--- src/rtl/rsr_pkg.sv ---
package rsr_pkg;

    localparam int LREG_W   = 7;
    localparam int PREG_W   = 7;
    localparam int NGLOBAL  = 32;
    localparam int NSTACKED = 96;
    localparam int MARKER_W = 64;

    typedef enum logic [1:0] {
        CMD_IDLE = 2'd0,
        CMD_CALL = 2'd1,
        CMD_RET  = 2'd2,
        CMD_NOP  = 2'd3
    } frame_cmd_e;

    // Packing order is the marker layout: size low, locals, then base.
    typedef struct packed {
        logic [6:0] base;
        logic [6:0] sol;
        logic [6:0] sof;
    } frame_t;

    typedef struct packed {
        logic [PREG_W-1:0] phys;
        logic              illegal;
        logic              is_zero;
    } lane_map_t;

    function automatic lane_map_t remap_lreg(frame_t f, logic [LREG_W-1:0] lidx);
        lane_map_t m;
        logic [7:0] off;
        logic [7:0] pos;
        off = '0;
        pos = '0;
        m.is_zero = (lidx == '0);
        if (lidx < 7'(NGLOBAL)) begin
            m.phys    = lidx;
            m.illegal = 1'b0;
        end else begin
            off = {1'b0, lidx} - 8'(NGLOBAL);
            pos = off + {1'b0, f.base};
            if (pos >= 8'(NSTACKED)) begin
                pos = pos - 8'(NSTACKED);
            end
            m.phys    = pos[6:0] + 7'(NGLOBAL);
            m.illegal = (off >= {1'b0, f.sof});
        end
        return m;
    endfunction

endpackage

--- src/rtl/rsr_lane_map.sv ---
module rsr_lane_map
    import rsr_pkg::*;
(
    input  frame_t            frame,
    input  logic [LREG_W-1:0] lidx,
    output logic [PREG_W-1:0] phys,
    output logic              illegal,
    output logic              is_zero
);
    lane_map_t m;

    always_comb begin
        m       = remap_lreg(frame, lidx);
        phys    = m.phys;
        illegal = m.illegal;
        is_zero = m.is_zero;
    end
endmodule

--- src/rtl/rsr_frame_ctrl.sv ---
module rsr_frame_ctrl
    import rsr_pkg::*;
#(
    parameter int DEPTH      = 8,
    parameter int RESET_BASE = 0
) (
    input  logic       clk,
    input  logic       rst,
    input  frame_cmd_e cmd,
    input  logic [6:0] call_locals,
    input  logic [6:0] call_outs,
    output frame_t     cur,
    output logic       ovf,
    output logic       unf
);
    localparam int IDX_W = (DEPTH > 1) ? $clog2(DEPTH) : 1;
    localparam int DEP_W = $clog2(DEPTH + 1);

    frame_t             saved_q [DEPTH];
    logic [DEP_W-1:0]   depth_q;
    logic [7:0]         used_q;

    logic [IDX_W-1:0]   push_idx;
    logic [IDX_W-1:0]   pop_idx;
    logic [7:0]         in_cnt;
    logic [8:0]         sol_n;
    logic [8:0]         sof_n;
    logic [9:0]         need;
    logic [7:0]         base_sum;
    logic [6:0]         base_n;
    logic               stack_full;
    logic               stack_empty;
    logic               call_ok;
    logic               ret_ok;
    frame_t             callee;
    frame_t             popped;

    always_comb begin
        push_idx    = depth_q[IDX_W-1:0];
        pop_idx     = push_idx - IDX_W'(1);
        popped      = saved_q[pop_idx];
        in_cnt      = {1'b0, cur.sof} - {1'b0, cur.sol};
        sol_n       = {1'b0, in_cnt} + {2'b0, call_locals};
        sof_n       = sol_n + {2'b0, call_outs};
        need        = {2'b0, used_q} + {3'b0, cur.sol} + {1'b0, sof_n};
        base_sum    = {1'b0, cur.base} + {1'b0, cur.sol};
        base_n      = (base_sum >= 8'(NSTACKED)) ? 7'(base_sum - 8'(NSTACKED))
                                                 : base_sum[6:0];
        stack_full  = (depth_q == DEP_W'(DEPTH));
        stack_empty = (depth_q == '0);
        call_ok     = (cmd == CMD_CALL) && !stack_full && (need <= 10'(NSTACKED));
        ret_ok      = (cmd == CMD_RET) && !stack_empty;
        callee.base = base_n;
        callee.sol  = sol_n[6:0];
        callee.sof  = sof_n[6:0];
    end

    always_ff @(posedge clk) begin
        if (rst) begin
            cur      <= '{base: 7'(RESET_BASE), sol: 7'd0, sof: 7'd0};
            depth_q  <= '0;
            used_q   <= '0;
            ovf      <= 1'b0;
            unf      <= 1'b0;
        end else begin
            ovf <= (cmd == CMD_CALL) && !call_ok;
            unf <= (cmd == CMD_RET) && stack_empty;
            if (call_ok) begin
                cur     <= callee;
                depth_q <= depth_q + DEP_W'(1);
                used_q  <= used_q + {1'b0, cur.sol};
            end else if (ret_ok) begin
                cur     <= popped;
                depth_q <= depth_q - DEP_W'(1);
                used_q  <= used_q - {1'b0, popped.sol};
            end
        end
    end

    always_ff @(posedge clk) begin
        if (call_ok) begin
            saved_q[push_idx] <= cur;
        end
    end
endmodule

--- src/rtl/reg_stack_remap.sv ---
module reg_stack_remap
    import rsr_pkg::*;
#(
    parameter int NRD        = 2,
    parameter int DEPTH      = 8,
    parameter int RESET_BASE = 0
) (
    input  logic                       clk,
    input  logic                       rst,
    input  logic [1:0]                 cmd,
    input  logic [6:0]                 call_locals,
    input  logic [6:0]                 call_outs,
    input  logic [NRD-1:0][LREG_W-1:0] rd_idx,
    output logic [NRD-1:0][PREG_W-1:0] rd_phys,
    output logic [NRD-1:0]             rd_illegal,
    output logic [NRD-1:0]             rd_zero,
    input  logic                       wr_en,
    input  logic [LREG_W-1:0]          wr_idx,
    output logic [PREG_W-1:0]          wr_phys,
    output logic                       wr_illegal,
    output logic                       wr_commit,
    output logic                       ovf_flag,
    output logic                       unf_flag,
    output logic [MARKER_W-1:0]        cur_marker
);
    frame_t cur;
    logic   wr_zero;

    rsr_frame_ctrl #(
        .DEPTH      (DEPTH),
        .RESET_BASE (RESET_BASE)
    ) u_ctrl (
        .clk         (clk),
        .rst         (rst),
        .cmd         (frame_cmd_e'(cmd)),
        .call_locals (call_locals),
        .call_outs   (call_outs),
        .cur         (cur),
        .ovf         (ovf_flag),
        .unf         (unf_flag)
    );

    for (genvar i = 0; i < NRD; i++) begin : g_rd
        rsr_lane_map u_map (
            .frame   (cur),
            .lidx    (rd_idx[i]),
            .phys    (rd_phys[i]),
            .illegal (rd_illegal[i]),
            .is_zero (rd_zero[i])
        );
    end

    rsr_lane_map u_wr_map (
        .frame   (cur),
        .lidx    (wr_idx),
        .phys    (wr_phys),
        .illegal (wr_illegal),
        .is_zero (wr_zero)
    );

    assign wr_commit  = wr_en && !wr_illegal && !wr_zero;
    assign cur_marker = {{(MARKER_W - $bits(frame_t)){1'b0}}, cur};
endmodule

--- config.mk ---
export PLATFORM = sky130hd
export DESIGN_NAME = reg_stack_remap
export DESIGN_NICKNAME = d
export VERILOG_FILES = /design/src/rtl/rsr_pkg.sv /design/src/rtl/rsr_lane_map.sv /design/src/rtl/rsr_frame_ctrl.sv /design/src/rtl/reg_stack_remap.sv
export SDC_FILE = /design/constraint.sdc
export NUM_CORES = 1
export LEC_CHECK = 0
export ABC_AREA = 0
export BUFFER_PORTS_ARGS = -buffer_cell sky130_fd_sc_hd__buf_2
export CAP_MARGIN = 10
export CELL_PAD_IN_SITES_DETAIL_PLACEMENT = 1
export CELL_PAD_IN_SITES_GLOBAL_PLACEMENT = 1
export CORE_ASPECT_RATIO = 0.5
export CORE_MARGIN = 2
export CORE_UTILIZATION = 49
export CTS_CLUSTER_SIZE = 16
export DETAILED_ROUTE_END_ITERATION = 8
export HOLD_SLACK_MARGIN = 0.15
export PLACE_DENSITY_LB_ADDON = 0.08
export SLEW_MARGIN = 20
export SYNTH_ARGS = -nofsm -noshare
export SYNTH_HDL_FRONTEND = slang
export SYNTH_SLANG_ARGS = --single-unit
--- constraint.sdc ---
create_clock -name clk -period 8 [get_ports clk]
set_input_delay 1.2 -clock clk [delete_from_list [all_inputs] [get_ports clk]]
set_output_delay 1.2 -clock clk [all_outputs]
set_load 0.01 [all_outputs]
# == Word-level counts from Yosys, hierarchy flattened ==
# Memories as Yosys holds them, arrays and structs flattened.
# Index checks and enable logic that the tools add are counted.
# Widths: inputs -> output; s select.
# word_totals
regBits,35
ramBits,168
input_bits,40
out_inout_bits,93
mem_count,1
# op_classes
add_sub_neg,24
magnitude_cmp,11
n_eq_ne,3
muxes,18
reduce_logical,17
# mem_list
memory,depth,word_bits,read_ports,rd_ports_with_merged_regs,wr,line,rtl
u_ctrl.saved_q,8,21,1,0,1,rsr_frame_ctrl.sv:19,frame_t saved_q [DEPTH];
# op_table
cell,count
$mux 7,7
$mux 21,2
$mux 8,5
$add 8x7->8,4
$ge 8x7->1 const B,4
$sub 7x7->7 const B,4
$ge 8x7->1,3
$sub 7x6->8 const B,3
$add 7x6->7 const B,3
$logic_not 7->1,3
$lt 7x6->1 const B,3
$add 8x7->9,2
$add 10x9->10,1
$le 10x7->1 const B,1
$add 9x7->9,1
$add 7x7->8,1
$mux 4,2
$sub 7x7->8,1
$sub 8x7->8,1
$logic_and 1x1->1,7
$logic_not 1->1,5
$add 4x1->4 const B,1
$eq 4x4->1 const B,1
$logic_not 4->1,1
other kinds (6),7

# == Longest topological paths before layout ==
# logic_depth
word_depth,10
depth_mapped,35
ltp_nobuf,33

# == Modules after synthesis ==
# From an unflattened synthesis, not the netlist that was laid out.
# hier_totals
cells_unflattened,1058
hier_area_um2,12448.2
# by_module_without_submodules
mod,n_inst,cells_per_inst,area_per_inst_um2
rsr_frame_ctrl,1,752,10141.0
rsr_lane_map (g_rd[0].u_map ...),2,87,658.1
rsr_lane_map (u_wr_map),1,87,651.9
reg_stack_remap,1,45,339.1

# == Worst setup path before layout ==
# No wires, ideal clock.
# synth_timing
path_kind,input port to flip-flop
from,input call_locals[0]
to,memory u_ctrl.saved_q[0][0] (netlist name) (enable)
setup_ps,453
t_arrival_ps,6604
t_required_ps,7547
path_slack_ps,944
cell_stages,17
path_cell_list,ha_1 -> fa_1 -> fa_1 -> a21o_1 -> a21oi_1 -> o21bai_1 -> a21oi_1 -> o21bai_1 -> a21oi_1 -> a2bb2oi_1 -> ha_1 -> nand2b_1 -> mux2i_1 -> nand3_4 -> buf_6 -> buf_2 -> nor4_1
# synth_between
elab_chain_len,7
# synth_rtl
element,line,rtl
from (decl),reg_stack_remap.sv:11,"input logic [6:0] call_locals,"
$add 8x7->9,rsr_frame_ctrl.sv:43,"sol_n = {1'b0, in_cnt} + {2'b0, call_locals};"
$add 9x7->9,rsr_frame_ctrl.sv:44,"sof_n = sol_n + {2'b0, call_outs};"
$add 10x9->10,rsr_frame_ctrl.sv:45,"need = {2'b0, used_q} + {3'b0, cur.sol} + {1'b0, sof_n};"
$le 10x7->1,rsr_frame_ctrl.sv:51,call_ok = (cmd == CMD_CALL) && !stack_full && (need <= 10'(NSTACKED));
$logic_and 1x1->1,rsr_frame_ctrl.sv:51,
$mux 1,rsr_frame_ctrl.sv:81,if (call_ok) begin
$mux 1 (implied by the code),rsr_frame_ctrl.sv:82,saved_q[push_idx] <= cur;
to (decl),rsr_frame_ctrl.sv:19,
# Every way passes these cells.

# == Final worst setup path ==
# layout_timing
from,"register, netlist name u_ctrl.cur[1]"
to,register u_ctrl.used_q[7]
# layout_between
elab_chain_len,7
word_cells_on_any_way,8
# layout_rtl
element,line,rtl
$sub 7x7->8 *,rsr_frame_ctrl.sv:42,"in_cnt = {1'b0, cur.sof} - {1'b0, cur.sol};"
$add 8x7->9 *,rsr_frame_ctrl.sv:43,
$add 9x7->9 *,rsr_frame_ctrl.sv:44,
$add 10x9->10 *,rsr_frame_ctrl.sv:45,
$le 10x7->1 *,rsr_frame_ctrl.sv:51,
$logic_and 1x1->1 *,rsr_frame_ctrl.sv:51,
$mux 8 or $reduce_bool 2->1 (tied branches),--,
to (signal assigned),rsr_frame_ctrl.sv:71,"used_q <= used_q + {1'b0, cur.sol};"
to (signal assigned),rsr_frame_ctrl.sv:75,"used_q <= used_q - {1'b0, popped.sol};"
to (decl),rsr_frame_ctrl.sv:21,logic [7:0] used_q;
# Every way passes the cells marked *; elsewhere a longest branch is shown, timed or not.
# A chain may end at the register's enable or synchronous reset.

==> reports/metrics.csv <==
stage;metric;value;unit
floorplan;die_h;116;um
placement;io_buffer_count;89;
min_path;min_path_type;flop to flop;
clock_network;clock-sinks;203;
synth;ys_types;74;
placement;globalplace.congestion;0.829;
clock_network;hold_buffers;0;
setup_path;crit_type;flop to flop;
setup_path;critical_path.max_fanout;22;
clock_network;clock_latency;0.50;ns
synth;synth_flop_cell;edfxtp_1;
setup_path;slowest_delay;0.59;ns
timing;period_share;0.912;
final_layout;antenna_cells;0;
flow_run;maxCapViolations;0;
timing;max_freq;0.137;GHz
setup_path;slowest_stage;fa_1;
synth;seq_area_frac_synth;0.464;
floorplan;io_pins;133;
timing;rsz0062_at_grt;false;
placement;dp_hpwl;23000;um
clock_network;cts_max_path_buffers;3;
detailed_routing;via_count;8242;
setup_path;critPathLaunchType;flop;
final_layout;multi_input_area;0.00609;sq mm
setup_path;crit_arrival;7.68;ns
clock_network;cts_buffers;21;
clock_network;htreeDepth;1;
grt;grt_start_max_net_pins;41;
timing;clock_skew;0.0118;ns
floorplan;coreArea;0.0250;sq mm
synth;async_flop_share;0;
outcome;status;finished clean;
grt;overflow;0;
final_layout;seq_area;0.00575;sq mm
timing;maxSlewHeadroom;0.338;
grt;antenna_found_initial;1;
clock_network;cts_resized;0;
final_layout;fin_nets;1268;
synth;yosysWarnings;0;
detailed_routing;drt_first_pass_iters;4;
grt;grt_usage;0.242;
floorplan;die_width;229;um
detailed_routing;drt_iter0_markers;507;
detailed_routing;wl_per_cell;21.5;um
placement;placed_area;0.0131;sq mm
synth;netlist_area;0.0124;sq mm
floorplan;start_util;0.495;
synth;syn_inst;1018;
synth;syn_avg_cell_area;12.2;sq um
detailed_routing;drt-total-wl;31600;um
timing;fin_tns_setup;0;ns
detailed_routing;drc_errors;0;
final_layout;syn_to_final_growth;11.2;%
setup_path;crit_path_end_kind;flop;
synth;ys_ff_latch;203;
clock_network;path_clk_slew;0.06;ns
timing;final_max_slew_viol_count;0;
final_layout;final_util;0.551;
clock_network;cts_root_buffer;clkbuf_16;
final_layout;drive_above_1_share;0.193;
timing;period_minus_slack;7.29;ns
timing;worstMarginPinSlew;0.991;ns
timing;setup_viol_count_final;0;
grt;grt_pass1_wl;49400;um
synth;synth_edf_count;168;
timing;finalHoldViolations;0;
clock_network;cts_setup_buffers;0;
detailed_routing;drtAntennaViolNets;0;
setup_path;worstPathRequired;8.38;ns
final_layout;stdcell_area;0.0138;sq mm
floorplan;placementRows;41;
final_layout;fillers;2677;
clock_network;cts_tree;built;
floorplan;dieArea;0.0267;sq mm
detailed_routing;vias_per_cell;5.59;
grt;grt_pass1_vias;8715;
## registers in the layout (all words and copies together), names as in the netlist
register        flops
u_ctrl.used_q       8
u_ctrl.saved_q    168
u_ctrl.depth_q      4
u_ctrl.unf          1
u_ctrl.ovf          1
u_ctrl.cur         21
## placed cells by master (no fill, tap or decap), types with 15 or more instances in the layout
| master | n |
|---|---|
| edfxtp_1 | 168 |
| nor2_1 | 64 |
| conb_1 | 43 |
| xnor2_1 | 36 |
| ha_1 | 99 |
| a21o_1 | 23 |
| a21oi_1 | 52 |
| o21ai_0 | 36 |
| buf_4 | 25 |
| nor3_1 | 20 |
| nand2b_1 | 15 |
| clkbuf_16 | 21 |
| inv_1 | 59 |
| mux2i_1 | 42 |
| buf_2 | 89 |
| mux4_2 | 42 |
| dfxtp_1 | 34 |
| nand2_1 | 54 |
## path summary, 6_finish.rpt
| check | start | to | slack [ns] | cells after the start |
|---|---|---|---|---|
| worst min register to register | u_ctrl.depth_q[3] | u_ctrl.unf | 0.52 | 1 |
| worst max-delay path | u_ctrl.cur[1] | u_ctrl.used_q[7] | 0.71 | 27 |
| worst min-delay path | u_ctrl.depth_q[3] | u_ctrl.unf | 0.52 | 1 |
| worst max register to register | u_ctrl.cur[1] | u_ctrl.used_q[7] | 0.71 | 27 |
## layout make-up
class / count / area share
multi-input combinational: 718 / 0.442
clock buffer: 25 / 0.0392
timing repair buffer: 114 / 0.0459
inverter: 59 / 0.0161
clock inverter: 12 / 0.00853
tap: 344 / 0.0312
sequential: 203 / 0.417
## cells in the mapped netlist, types with 24 or more instances
cell type	count	area [sq um]
edfxtp_1	168	5040
nor2_1	65	244
mux2i_1	42	420
nor3_1	24	120
a21oi_1	52	260
buf_4	50	375
o21ai_0	36	180
mux4_2	42	946
ha_1	100	1250
dfxtp_1	35	701
xnor2_1	36	315
inv_1	59	221
nand2_1	54	203
## layer usage
metal	up-vias	wire, um	global-route usage
met5	-	0	0
met4	0	312	0.0407
met3	27	1950	0.0403
met2	171	15100	0.422
met1	4121	14300	0.328
li1	3923	-	-
## critical path: cells and delay by family, from the launching register on
kind	cells	cell delay (ns)
multiplexers	2	0.82
AND/OR/NAND/NOR	3	0.68
XOR/XNOR	2	0.29
adder cells (fa/ha/maj)	5	1.92
flip-flops	1	0.56
AO/OA/AOI/OAI	12	2.47
buffers and inverters	3	0.43
## stage by stage
| stage | setup WS [ns] | hold WS [ns] | instances |
|---|---|---|---|
| global placement | 0.890 | 0.495 | 1438 |
| global route | 0.223 | 0.543 | 1475 |
| finish | 0.707 | 0.517 | 1475 |
| floorplan | 0.944 | 0.460 | 1060 |
| detailed placement | 0.724 | 0.501 | 1438 |
| CTS | 0.722 | 0.512 | 1475 |
## cell families (layout without fill, tap and decap cells)
kind of cell	count (synthesis)	in the layout	synth area share
AND/OR/NAND/NOR	215	215	0.0845
AO/OA/AOI/OAI	203	203	0.110
flip-flops	203	203	0.464
buffers and inverters	139	210	0.0622
adder cells (fa/ha/maj)	111	111	0.119
multiplexers	95	95	0.123
XOR/XNOR	51	51	0.0376
other	1	43	0.000303
Power is left out: the tool's default activity adds up to more than one toggle a clock period on the data nets, which glitch-free logic cannot reach.
